$ cat src/rtl/alu_fs_pkg.sv
package alu_fs_pkg;
  localparam logic [3:0] OPC_ADDGRP = 4'b0001;
  localparam logic [3:0] OPC_ANDGRP = 4'b0101;

  typedef enum logic [2:0] {
    OP_ADD  = 3'd0,
    OP_SUB  = 3'd1,
    OP_XOR  = 3'd2,
    OP_XNOR = 3'd3,
    OP_AND  = 3'd4,
    OP_OR   = 3'd5,
    OP_NAND = 3'd6,
    OP_NOR  = 3'd7
  } alu_op_e;
endpackage

$ cat src/rtl/alu_fs_decode.sv
module alu_fs_decode
  import alu_fs_pkg::*;
#(
  parameter int WIDTH = 16,
  parameter int IMM_W = 5
) (
  input  logic [15:0]      instr,
  output logic             is_alu,
  output logic             use_imm,
  output alu_op_e          op,
  output logic [WIDTH-1:0] imm_ext
);
  localparam int EXT_W = WIDTH - IMM_W;

  logic [3:0] opcode;
  logic [1:0] fsel;

  always_comb begin
    opcode  = instr[15:12];
    fsel    = instr[4:3];
    use_imm = instr[5];
    imm_ext = {{EXT_W{instr[IMM_W-1]}}, instr[IMM_W-1:0]};
    is_alu  = 1'b0;
    op      = OP_ADD;
    if (opcode == OPC_ADDGRP) begin
      is_alu = 1'b1;
      if (use_imm) op = OP_ADD;
      else begin
        case (fsel)
          2'b00:   op = OP_ADD;
          2'b01:   op = OP_SUB;
          2'b10:   op = OP_XOR;
          default: op = OP_XNOR;
        endcase
      end
    end else if (opcode == OPC_ANDGRP) begin
      is_alu = 1'b1;
      if (use_imm) op = OP_AND;
      else begin
        case (fsel)
          2'b00:   op = OP_AND;
          2'b01:   op = OP_OR;
          2'b10:   op = OP_NAND;
          default: op = OP_NOR;
        endcase
      end
    end
  end
endmodule

$ cat src/rtl/alu_fs_exec.sv
module alu_fs_exec
  import alu_fs_pkg::*;
#(
  parameter int WIDTH = 16
) (
  input  alu_op_e          op,
  input  logic [WIDTH-1:0] opa,
  input  logic [WIDTH-1:0] opb,
  output logic [WIDTH-1:0] res
);
  logic             sub_sel;
  logic [WIDTH-1:0] addend;
  logic [WIDTH-1:0] sum;

  // one adder serves both add and subtract: A + ~B + 1
  always_comb begin
    sub_sel = (op == OP_SUB);
    addend  = sub_sel ? ~opb : opb;
    sum     = opa + addend + {{(WIDTH-1){1'b0}}, sub_sel};
  end

  always_comb begin
    case (op)
      OP_ADD, OP_SUB: res = sum;
      OP_XOR:         res = opa ^ opb;
      OP_XNOR:        res = ~(opa ^ opb);
      OP_AND:         res = opa & opb;
      OP_OR:          res = opa | opb;
      OP_NAND:        res = ~(opa & opb);
      default:        res = ~(opa | opb);
    endcase
  end
endmodule

$ cat src/rtl/alu_fs_flags.sv
module alu_fs_flags #(
  parameter int WIDTH = 16
) (
  input  logic             clk,
  input  logic             rst_n,
  input  logic             upd_en,
  input  logic [WIDTH-1:0] value,
  output logic [2:0]       nzp
);
  logic [2:0] nzp_d;
  logic [2:0] nzp_q;

  always_comb begin
    nzp_d = nzp_q;
    if (upd_en) begin
      if (value[WIDTH-1])   nzp_d = 3'b100;
      else if (value == '0) nzp_d = 3'b010;
      else                  nzp_d = 3'b001;
    end
  end

  always_ff @(posedge clk or negedge rst_n) begin
    if (!rst_n) nzp_q <= 3'b010;
    else        nzp_q <= nzp_d;
  end

  assign nzp = nzp_q;

  AST_NZP_ONEHOT: assert property (@(posedge clk) disable iff (!rst_n)
    $countones(nzp_q) == 1);
  AST_NZP_HOLD: assert property (@(posedge clk) disable iff (!rst_n)
    !upd_en |=> $stable(nzp_q));
endmodule

$ cat src/rtl/alu_fs_top.sv
module alu_fs_top
  import alu_fs_pkg::*;
#(
  parameter int WIDTH = 16,
  parameter int IMM_W = 5
) (
  input  logic             clk,
  input  logic             rst_n,
  input  logic             issue_i,
  input  logic [15:0]      instr_i,
  input  logic [WIDTH-1:0] src_a_i,
  input  logic [WIDTH-1:0] src_b_i,
  output logic [WIDTH-1:0] result_o,
  output logic             reg_wr_o,
  output logic [2:0]       nzp_o
);
  logic             dec_is_alu;
  logic             dec_use_imm;
  alu_op_e          dec_op;
  logic [WIDTH-1:0] dec_imm;
  logic [WIDTH-1:0] opb;
  logic [WIDTH-1:0] exe_res;
  logic             fire;
  logic [WIDTH-1:0] res_d;
  logic [WIDTH-1:0] res_q;
  logic             wr_q;

  alu_fs_decode #(.WIDTH(WIDTH), .IMM_W(IMM_W)) u_dec (
    .instr   (instr_i),
    .is_alu  (dec_is_alu),
    .use_imm (dec_use_imm),
    .op      (dec_op),
    .imm_ext (dec_imm)
  );

  assign opb = dec_use_imm ? dec_imm : src_b_i;

  alu_fs_exec #(.WIDTH(WIDTH)) u_exe (
    .op  (dec_op),
    .opa (src_a_i),
    .opb (opb),
    .res (exe_res)
  );

  always_comb begin
    fire  = issue_i && dec_is_alu;
    res_d = fire ? exe_res : res_q;
  end

  always_ff @(posedge clk or negedge rst_n) begin
    if (!rst_n) begin
      res_q <= '0;
      wr_q  <= 1'b0;
    end else begin
      res_q <= res_d;
      wr_q  <= fire;
    end
  end

  alu_fs_flags #(.WIDTH(WIDTH)) u_flg (
    .clk    (clk),
    .rst_n  (rst_n),
    .upd_en (fire),
    .value  (exe_res),
    .nzp    (nzp_o)
  );

  assign result_o = res_q;
  assign reg_wr_o = wr_q;

  AST_WR_AFTER_ALU: assert property (@(posedge clk) disable iff (!rst_n)
    !(issue_i && dec_is_alu) |=> !reg_wr_o);
  AST_N_MATCH: assert property (@(posedge clk) disable iff (!rst_n)
    reg_wr_o |-> (nzp_o[2] == result_o[WIDTH-1]));
  AST_Z_MATCH: assert property (@(posedge clk) disable iff (!rst_n)
    reg_wr_o |-> (nzp_o[1] == (result_o == '0)));
  AST_SUB_DIFF: assert property (@(posedge clk) disable iff (!rst_n)
    (issue_i && dec_is_alu && dec_op == OP_SUB) |=>
      (result_o == $past(src_a_i - src_b_i)));
endmodule

$ cat config.mk
export PLATFORM = sky130hd
export DESIGN_NAME = alu_fs_top
export DESIGN_NICKNAME = d
export VERILOG_FILES = /design/src/rtl/alu_fs_pkg.sv /design/src/rtl/alu_fs_decode.sv /design/src/rtl/alu_fs_exec.sv /design/src/rtl/alu_fs_flags.sv /design/src/rtl/alu_fs_top.sv
export SDC_FILE = /design/constraint.sdc
export NUM_CORES = 1
export LEC_CHECK = 0
export ABC_AREA = 1
export BUFFER_PORTS_ARGS = -buffer_cell sky130_fd_sc_hd__buf_2
export CAP_MARGIN = 20
export CORE_MARGIN = 3
export CORE_UTILIZATION = 40
export DETAILED_ROUTE_END_ITERATION = 8
export PLACE_DENSITY_LB_ADDON = 0.3
export SLEW_MARGIN = 5
export SYNTH_ARGS = -nofsm -noshare
export SYNTH_HDL_FRONTEND = slang
export SYNTH_SLANG_ARGS = --single-unit
export TNS_END_PERCENT = 1
$ cat constraint.sdc
create_clock -name clk -period 0.9 [get_ports clk]
set_input_delay 0.09 -clock clk [delete_from_list [all_inputs] [get_ports clk]]
set_output_delay 0.09 -clock clk [all_outputs]
set_load 0.01 [all_outputs]
==> metrics.yaml, run 1 <==
setup_ws_ns: -1.68
synth_top_area_share: 0.180
clockBufferDepth: 2
powerDensity_nw_per_um2: 969
numPortBuffers: 64
cpMostUsedCell: "nand2_1"
grt_usage: 0.225
yosysSeqAreaShare: 0.140
multiInputGateArea_um2: 2810
dieHeight_um: 98.4
finalPower_mw: 5.17
synth_most_common_cell: "nand2_1"
clk_pin_slew_ns: 0.06
final_area_um2: 5330
fin_nets: 856
gp_congestion: 0.938
synth_flop_cell: "dfrtp_1"
synth_area_leaders: "ha_1, nand2_1, dfrtp_1"
cpMaxStageDelayCell: "fa_2"
worstMarginPinSlew_ns: 0.363
synth_area_per_cell_um2: 6.24
rows: 33
synth.mux.area_fraction: 0
antenna_cells: 0
failed_checks: "setup timing"
dpl_cell_area_um2: 4870
crit_type: "in -> reg"
use_met2: 0.394
dr.pass1.iters: 5
drive_gt1_frac: 0.427
grt_pass1_vias: 4088
min_period_ns: 2.58
clock_sinks: 19
io_pins: 71
globalRouteOverflowTotal: 0
fill_cells: 709
synthesis.nets: 648
grt_max_degree: 23
ir_worst_vdd_v: 0.000467
critPathRequiredTime_ns: 1.05
gr-max-usage-layer: "met2"
dieArea_um2: 9680
yosys.area_share.xor_xnor: 0.0436
drt-initial-drc-count: 172
synth_compound_area_frac: 0.126
wirelength_um: 11200
endpoint_kind: "flip-flop"
p_leak_nw: 3.02
area_delta_synth_final_pct: 56.2
synth_cell_type_count: 43
synth-async-reset-ratio: 1.00
grt_pass1_wl_um: 18400
synthAdderAreaFrac: 0.185
seqCellArea_um2: 477
synth-seq-cells: 19
tritoncts: "built"
status: "finished with violations"
worstPathMaxFanout: 5
setup_tns_ns: -23.02
clock_tree.root_cell: "clkbuf_8"
yosys.area_share.simple: 0.385
ant_nets: 0
hold_viol: 0
fin_skew_ns: 0
insertion_delay_ns: 0.25
maxSlewHeadroom: 0.752
utilization: 0.646
yosysWarnings: 0
use_met1: 0.306
rsz0062_at_grt: "yes"
cp-start-kind: "primary input"
wl_per_cell_um: 13.1
synth-edff-count: 0
synth_common_cells: "nand2_1, inv_1, ha_1"
place_hpwl_um: 9160
hold_path.class: "in -> reg"
cts_buffers: 3
vias: 4257
drv_slew: 0
post_synth_instance_area_um2: 3410
met3_usage: 0.00714
drc: 0
synth_top_family_by_area: "simple AND/OR/NAND/NOR gates"
avgViaCountPerCell: 4.96
synth_cells: 547
coreArea_um2: 8260
fmax_ghz: 0.388
post-route-period-util: 2.87
initial_utilization: 0.413
place_ws_ns: -2.26
grt_antenna_before_repair: 0
worstPathArrival_ns: 2.73
cts.htree.levels: 1
fp.dieW_um: 98.4
post-synth-top-area-cell: "ha_1"
setup_violations: 19
cap_viol_max_count: 0
critical-path-max-stage-delay_ns: 0.35
-- routing by layer --
| layer | part of all wire | vias to the layer above |
|---|---|---|
| met4 | 0.015 | 0 |
| li1 | - | 2180 |
| met3 | 0.043 | 13 |
| met1 | 0.46 | 1942 |
| met5 | 0 | - |
| met2 | 0.49 | 122 |
-- sequential cells by signal, indices dropped and copies added, names as in the netlist --
| name | count |
|---|---|
| reg_wr_o | 1 |
| result_o | 16 |
| u_flg.nzp | 2 |
-- metrics by stage --
stage                     instances  hold WS, ns
after floorplan                 547       -0.206
after CTS                       854        0.296
after global routing            859        0.315
after detailed placement        842       0.0402
final                           859        0.276
after global placement          842       0.0326
-- placed cells by master, fill, tap and decap left out, types with 6 or more instances in the layout --
master   Yosys  routed
nor2_1      37      32
nand3_1     31      24
a21oi_1     24      13
nand3_2      4      11
o21ai_0     32      20
nand2_1    158     136
inv_2        6      10
a21oi_2      0       8
xor2_1      15      10
nand2_4      3       6
buf_2        5      60
o21ai_1      4      12
dfrtp_1     18      18
inv_1       77      72
nand2_2      3      22
buf_4        4     153
or2_2       10       9
nand4_1     18      18
ha_1        49      48
-- logic make-up (layout without fill, tap and decap cells) --
kind of cell	count (synthesis)	after routing
AOI/OAI and AO/OA	77	77
adders and majority gates	50	50
DFF	19	19
buffers and inverters	101	308
and+or+nand+nor	283	283
xor gates and xnor gates	17	17
-- what timing repair did --
| action | 4_1_cts | 5_1_grt |
|---|---|---|
| resized for setup | 43 | 52 |
| hold buffers | 1 | 0 |
| pin swaps | 22 | 36 |
| endpoints found under the hold margin | 18 | 0 |
| setup buffers | 7 | 5 |
| endpoints found under the setup margin | 19 | 25 |
-- worst paths after layout --
path,startpoint,end,slack [ns],cells after the start
max in group asynchronous,rst_n,u_flg.nzp[1],0.28,2
min in group asynchronous,rst_n,result_o[2],0.30,2
hold reg to reg,result_o[8],result_o[8],0.47,2
setup reg to reg,u_flg.nzp[1],u_flg.nzp[1],0.18,2
hold / removal,issue_i,result_o[7],0.28,3
setup / recovery,instr_i[5],u_flg.nzp[0],-1.68,26
-- final cells by class --
class / count / area share
Timing Repair Buffer: 220 / 0.289
Clock buffer: 4 / 0.00845
Multi-Input combinational cell: 427 / 0.527
Sequential cell: 19 / 0.0894
Tap cell: 105 / 0.0246
Inverter: 84 / 0.0610
-- where the power goes --
part,leakage (nW),total (mW),switching [mW],internal [mW]
sequential,0.237,1.16,0.106,1.06
clock,0.0228,0.572,0.258,0.314
combinational,2.76,3.43,1.77,1.66
total,3.02,5.17,2.13,3.03
-- critical path: cells and delay by family --
kind	cells	cell delay (ns)
fa+ha+maj	1	0.35
simple gates	22	1.95
buf+inv	3	0.32
Note: power is estimated with default switching activity, not from simulation.
==> run 2, diff against run 1 <==
--- a/config.mk
+++ b/config.mk
@@ -8,8 +8,10 @@
 export ABC_AREA = 1
 export BUFFER_PORTS_ARGS = -buffer_cell sky130_fd_sc_hd__buf_2
 export CAP_MARGIN = 20
+export CELL_PAD_IN_SITES_DETAIL_PLACEMENT = 0
+export CELL_PAD_IN_SITES_GLOBAL_PLACEMENT = 1
 export CORE_MARGIN = 3
-export CORE_UTILIZATION = 40
+export CORE_UTILIZATION = 39
 export DETAILED_ROUTE_END_ITERATION = 8
 export PLACE_DENSITY_LB_ADDON = 0.3
 export SLEW_MARGIN = 5
==> metrics.yaml, run 2 (synthesis gave the netlist of run 1 again) <==
drt-initial-drc-count: 139  # -19%
clk_pin_slew_ns: 0.07  # about the same
clockBufferDepth: 2  # unchanged
cpMaxStageDelayCell: "ha_1"
p_sw_mw: 2.06  # -3.4%
fin_nets: 853  # -0.35%
insertion_delay_ns: 0.25  # about the same
place_ws_ns: -2.17  # +0.0820 ns
maxSlewHeadroom: 0.721  # -0.0310
avgViaCountPerCell: 4.84  # -2.3%
grt_usage: 0.229  # +0.00390
rows: 33  # unchanged
largest_register_ffs: 16  # unchanged
cpMostUsedCell: "nand2_2"
grt_antenna_before_repair: 0  # unchanged
wl_per_cell_um: 13.2  # +0.99%
wirelength_um: 11300  # +0.64%
p_comb_frac: 0.654  # -0.010
initial_utilization: 0.409  # -0.00409
holdWs_ns: 0.295  # +0.0193 ns
clock_tree.root_cell: "clkbuf_8"
cp-start-kind: "primary input"
clock_sinks: 19  # unchanged
status: "finished with violations"
coreArea_um2: 8340  # +1.0%
critPathRequiredTime_ns: 1.04  # about the same
dr.pass1.iters: 4  # -1
cts_buffers: 3  # unchanged
p_int_mw: 2.98  # -1.7%
cap_viol_max_count: 0  # unchanged
setup_tns_ns: -23.60  # -0.584 ns
endpoint_kind: "flip-flop"
hold_path.class: "in -> async"
fin_skew_ns: 0  # unchanged
grt_pass1_wl_um: 18900  # +2.7%
numPortBuffers: 64  # unchanged
dieArea_um2: 9910  # +2.4%
place_hpwl_um: 9420  # +2.8%
gp_congestion: 0.902  # -3.8%
grt_max_degree: 20  # -13%
post-route-period-util: 2.82  # -0.0491
crit_chain: "buf_6, inv_4, nand2_4, nor2_4, nand3_4, buf_6, xor2_1, ha_1, a21oi_2, nand2_2, nand2_2, nand2_2, nand2_2, nand2_2, or2_4, nand3_2, nand4_1, nor2_1, nand4_1, nor2_2, nand2_1, nand2_1, nand2_1"
failed_checks: "setup timing"
grt_pass1_vias: 4186  # +2.4%
setup_violations: 19  # unchanged
fp.dieW_um: 99.6  # +1.2%
dieHeight_um: 99.6  # +1.2%
cts.htree.levels: 1  # unchanged
utilization: 0.630  # -0.0161
area_delta_synth_final_pct: 53.8
clock_power_share: 0.114  # +0.003
ant_nets: 0  # unchanged
rsz0062_at_grt: "yes"
powerDensity_nw_per_um2: 960  # -0.89%
drc: 0  # unchanged
min_period_ns: 2.53  # -0.0442 ns
globalRouteOverflowTotal: 0  # unchanged
tritoncts: "built"
path_buf_inv: 3  # unchanged
p_leak_nw: 2.99  # -1.0%
io_pins: 71  # unchanged
drv_slew: 0  # unchanged
dpl_cell_area_um2: 4810  # -1.2%
drive_gt1_frac: 0.401  # -0.0263
worstMarginPinSlew_ns: 0.419  # +0.0560 ns
crit_type: "in -> reg"
layout_commonest_cell: "buf_4"
antenna_cells: 0  # unchanged
p_seq_frac: 0.231  # +0.006
fmax_ghz: 0.395  # +1.7%
vias: 4144  # -2.7%
switching_share: 0.409  # -0.00418
worstPathMaxFanout: 5  # unchanged
critical-path-max-stage-delay_ns: 0.35  # about the same
final_area_um2: 5250  # -1.5%
worstPathArrival_ns: 2.68  # -0.05 ns
setup_ws_ns: -1.63  # +0.0442 ns
path_delay_family: "simple AND/OR/NAND/NOR gates"
ir_worst_vdd_v: 0.000725  # +55%
mostFrequentLayoutCells: "buf_4, nand2_1, inv_1"
hold_viol: 0  # unchanged
run 2: changes by cell type in the layout (fill, tap and decap cells not counted), moves of 3 or more:
cell / change
o21ai_0: +3
inv_1: +3
nand2_2: -4
buf_6: +4
nand2_1: +4
nand3_1: +4
buf_4: -8
nand3_2: -4
inv_2: -4
run 2: area by class of cell:
type / instances / area [um^2]
inverter: 84 / 328
timing repair buffer: 217 / 1540
sequential: 19 / 477
multi-input combinational: 427 / 2730
fill: 780 / 3090
clock buffer: 4 / 45.0
tap: 105 / 131
run 2: worst paths after layout:
kind                              start           end  slack, ns  cells past startpoint
setup / recovery            instr_i[13]  u_flg.nzp[0]      -1.63                     23
hold / removal                    rst_n   result_o[7]       0.30                      2
setup reg to reg           u_flg.nzp[1]  u_flg.nzp[1]       0.18                      2
hold reg to reg             result_o[5]   result_o[5]       0.48                      2
max in group asynchronous         rst_n  u_flg.nzp[1]       0.27                      2
min in group clk                issue_i  result_o[15]       0.30                      4
run 2: per-stage QoR:
step / power (mW) / instances
after floorplan: 2.68 / 547
after global placement: 4.12 / 836
after detailed placement: 4.17 / 836
after CTS: 4.95 / 849
after global routing: 5.51 / 856
final: 5.04 / 856
run 2: repair_timing:
| action | in CTS | in global routing |
|---|---|---|
| pin swaps | 15 | 28 |
| setup buffers | 8 | 7 |
| endpoints found under the setup margin | 19 | 25 |
| endpoints found under the hold margin | 18 | 0 |
| gates resized for setup | 47 | 35 |
| hold buffers | 1 | 0 |
run 2: power groups by stage:
stage	Combinational (mW)	Sequential, mW	Clock [mW]
final	3.30	1.17	0.575
after global routing	3.69	1.19	0.630
after CTS	3.19	1.17	0.595
after detailed placement	2.99	1.18	0
after global placement	2.95	1.17	0
after floorplan	1.40	1.27	0
run 2: routing by layer:
metal	track usage	wire (um)
met5	0	0
met2	0.426	5780
met4	0.0546	171
met1	0.278	4960
met3	0.0281	378
==> run 3, diff against run 2 <==
==> constraint.sdc (replaced) <==
create_clock -name clk -period 2.6 [get_ports clk]
set_input_delay 0.26 -clock clk [delete_from_list [all_inputs] [get_ports clk]]
set_output_delay 0.26 -clock clk [all_outputs]
set_load 0.01 [all_outputs]
==> metrics.yaml, run 3 (synthesis gave the netlist of run 1 again) <==
worstPathArrival_ns: 2.99  # +0.31 ns
fp.dieW_um: 99.6  # unchanged
cts_buffers: 3  # unchanged
dieHeight_um: 99.6  # unchanged
setup_tns_ns: -0.599  # +23.00 ns
p_int_uw: 977  # -67%
tritoncts: "built"
worstMarginPinSlew_ns: 0.485  # +0.0661 ns
grt_max_degree: 20  # unchanged
dpl.cell_count: 795  # -4.9%
crit_type: "in -> reg"
ant_nets: 0  # unchanged
rows: 33  # unchanged
utilization: 0.583  # -0.0462
numPortBuffers: 64  # unchanged
failed_checks: "setup timing"
endpoint_kind: "flip-flop"
maxSlewHeadroom: 0.676  # -0.0448
clock_power_share: 0.121  # +0.007
clock_sinks: 19  # unchanged
drt-initial-drc-count: 152  # +9.4%
timing.rr.end: "u_flg.nzp[1]"
holdWs_ns: 0.479  # +0.184 ns
mostFrequentLayoutCells: "nand2_1, buf_4, inv_1"
grt_usage: 0.231  # +0.00211
hold_path.class: "in -> async"
drive_gt1_frac: 0.341  # -0.0595
post-route-period-util: 1.09
switching_share: 0.415  # +0.00633
setup_ws_ns: -0.241  # +1.39 ns
grt_pass1_vias: 4127  # -1.4%
coreArea_um2: 8340  # unchanged
min_period_ns: 2.84
layout_commonest_cell: "nand2_1"
critPathRequiredTime_ns: 2.75  # +1.71 ns
insertion_delay_ns: 0.25  # about the same
cts.htree.levels: 1  # unchanged
io_pins: 71  # unchanged
grt_pass1_wl_um: 18800  # -0.40%
place_hpwl_um: 9200  # -2.3%
rsz0062_at_grt: "yes"
place_ws_ns: -0.597  # +1.58 ns
p_seq_frac: 0.241  # +0.010
wl_per_cell_um: 14.0  # +6.2%
fill_cells: 826  # +5.9%
clock_tree.root_cell: "clkbuf_8"
initial_utilization: 0.409  # unchanged
grt_antenna_before_repair: 0  # unchanged
antenna_cells: 0  # unchanged
setup_violations: 5  # -14
p_sw_uw: 693  # -66%
r2r_cells: 2  # unchanged
dieArea_um2: 9910  # unchanged
gp_congestion: 0.959  # +6.3%
worstPathMaxFanout: 7  # +2
wirelength_um: 11400  # +0.97%
fin_skew_ns: 0  # unchanged
drc: 0  # unchanged
hold_viol: 0  # unchanged
p_comb_frac: 0.637  # -0.017
fmax_ghz: 0.352
dr.pass1.iters: 4  # unchanged
area_delta_synth_final_pct: 42.6
fin_cells: 814  # -4.9%
cp-start-kind: "primary input"
status: "finished with violations"
vias: 4104  # -0.97%
p_leak_nw: 2.77  # -7.4%
r2r_start: "u_flg.nzp[1]"
r2r_slack_ns: 1.86  # +1.68 ns
fin_nets: 811  # -4.9%
drv_slew: 0  # unchanged
avgViaCountPerCell: 5.04  # +4.1%
powerDensity_nw_per_um2: 343  # -64%
globalRouteOverflowTotal: 0  # unchanged
clockBufferDepth: 2  # unchanged
largest_register_ffs: 16  # unchanged
clk_pin_slew_ns: 0.07  # about the same
cap_viol_max_count: 0  # unchanged
ir_worst_vdd_v: 0.000188  # -74%
[run 3: cell type report]
class,count,area (um^2),share of cell area
clock inverters,1,5.00,0.00103
flip-flops and latches,19,477,0.0980
repair buffers,175,1230,0.253
inverters,84,325,0.0669
well taps,105,131,0.0270
clock buffers,3,41.3,0.00849
multi-input cells,427,2660,0.546
[run 3: worst max-delay path, cell delays in order]
cell and delay (ns):
buf_8 0.11, inv_8 0.06, nand2_4 0.05, nor2_4 0.13
nand3_4 0.15, buf_12 0.18, buf_4 0.15, xor2_1 0.14
ha_1 0.30, inv_1 0.06, o21ai_1 0.20, a21oi_1 0.09
o21ai_0 0.26, a21oi_1 0.07, nand2_1 0.10, a21oi_1 0.07
o21ai_0 0.12, nand2_1 0.09, nand2_1 0.09, nand2_1 0.07
nor2_2 0.09, nand2_1 0.06, nand2_1 0.05, nand2_1 0.04
[run 3: how the worst max path moves through the flow]
stage                     startpoint            to  slack (ns)  cells after the start
final                     instr_i[5]  u_flg.nzp[0]       -0.24                     24
after global routing      instr_i[5]  u_flg.nzp[0]       -0.56                     25
after CTS                 instr_i[5]  u_flg.nzp[0]       -0.13                     23
after detailed placement  instr_i[5]  u_flg.nzp[0]       -0.60                     24
after global placement    instr_i[5]  u_flg.nzp[0]       -0.56                     22
after floorplan           instr_i[3]  u_flg.nzp[0]       -0.24                     22
[run 3: per-stage QoR]
step	total power [mW]	area (um^2)
finish	1.67	4870
global route	1.83	4870
CTS	1.64	4730
detailed placement	1.40	4520
global placement	1.38	4520
floorplan	0.927	3450
[run 3: power by group through the flow]
stage	sequential (mW)	combinational, mW	clock, mW
2_1_floorplan	0.441	0.486	0
3_3_place_gp	0.405	0.971	0
3_5_place_dp	0.409	0.988	0
4_1_cts	0.404	1.03	0.207
5_1_grt	0.413	1.20	0.216
6_report	0.403	1.06	0.203
[run 3: routing by layer]
layer | vias up | share of wire | track usage
li1 | 2085 | - | -
met3 | 24 | 0.034 | 0.0182
met4 | 0 | 0.026 | 0.0725
met5 | - | 0 | 0
met2 | 104 | 0.51 | 0.434
met1 | 1891 | 0.43 | 0.276
[run 3: timing repair]
| action | CTS | global route |
|---|---|---|
| gates resized for setup | 26 | 23 |
| endpoints found under the hold margin | 18 | 0 |
| endpoints found under the setup margin | 9 | 12 |
| pin swaps | 13 | 20 |
| hold buffers | 1 | 0 |
| setup buffers | 7 | 7 |
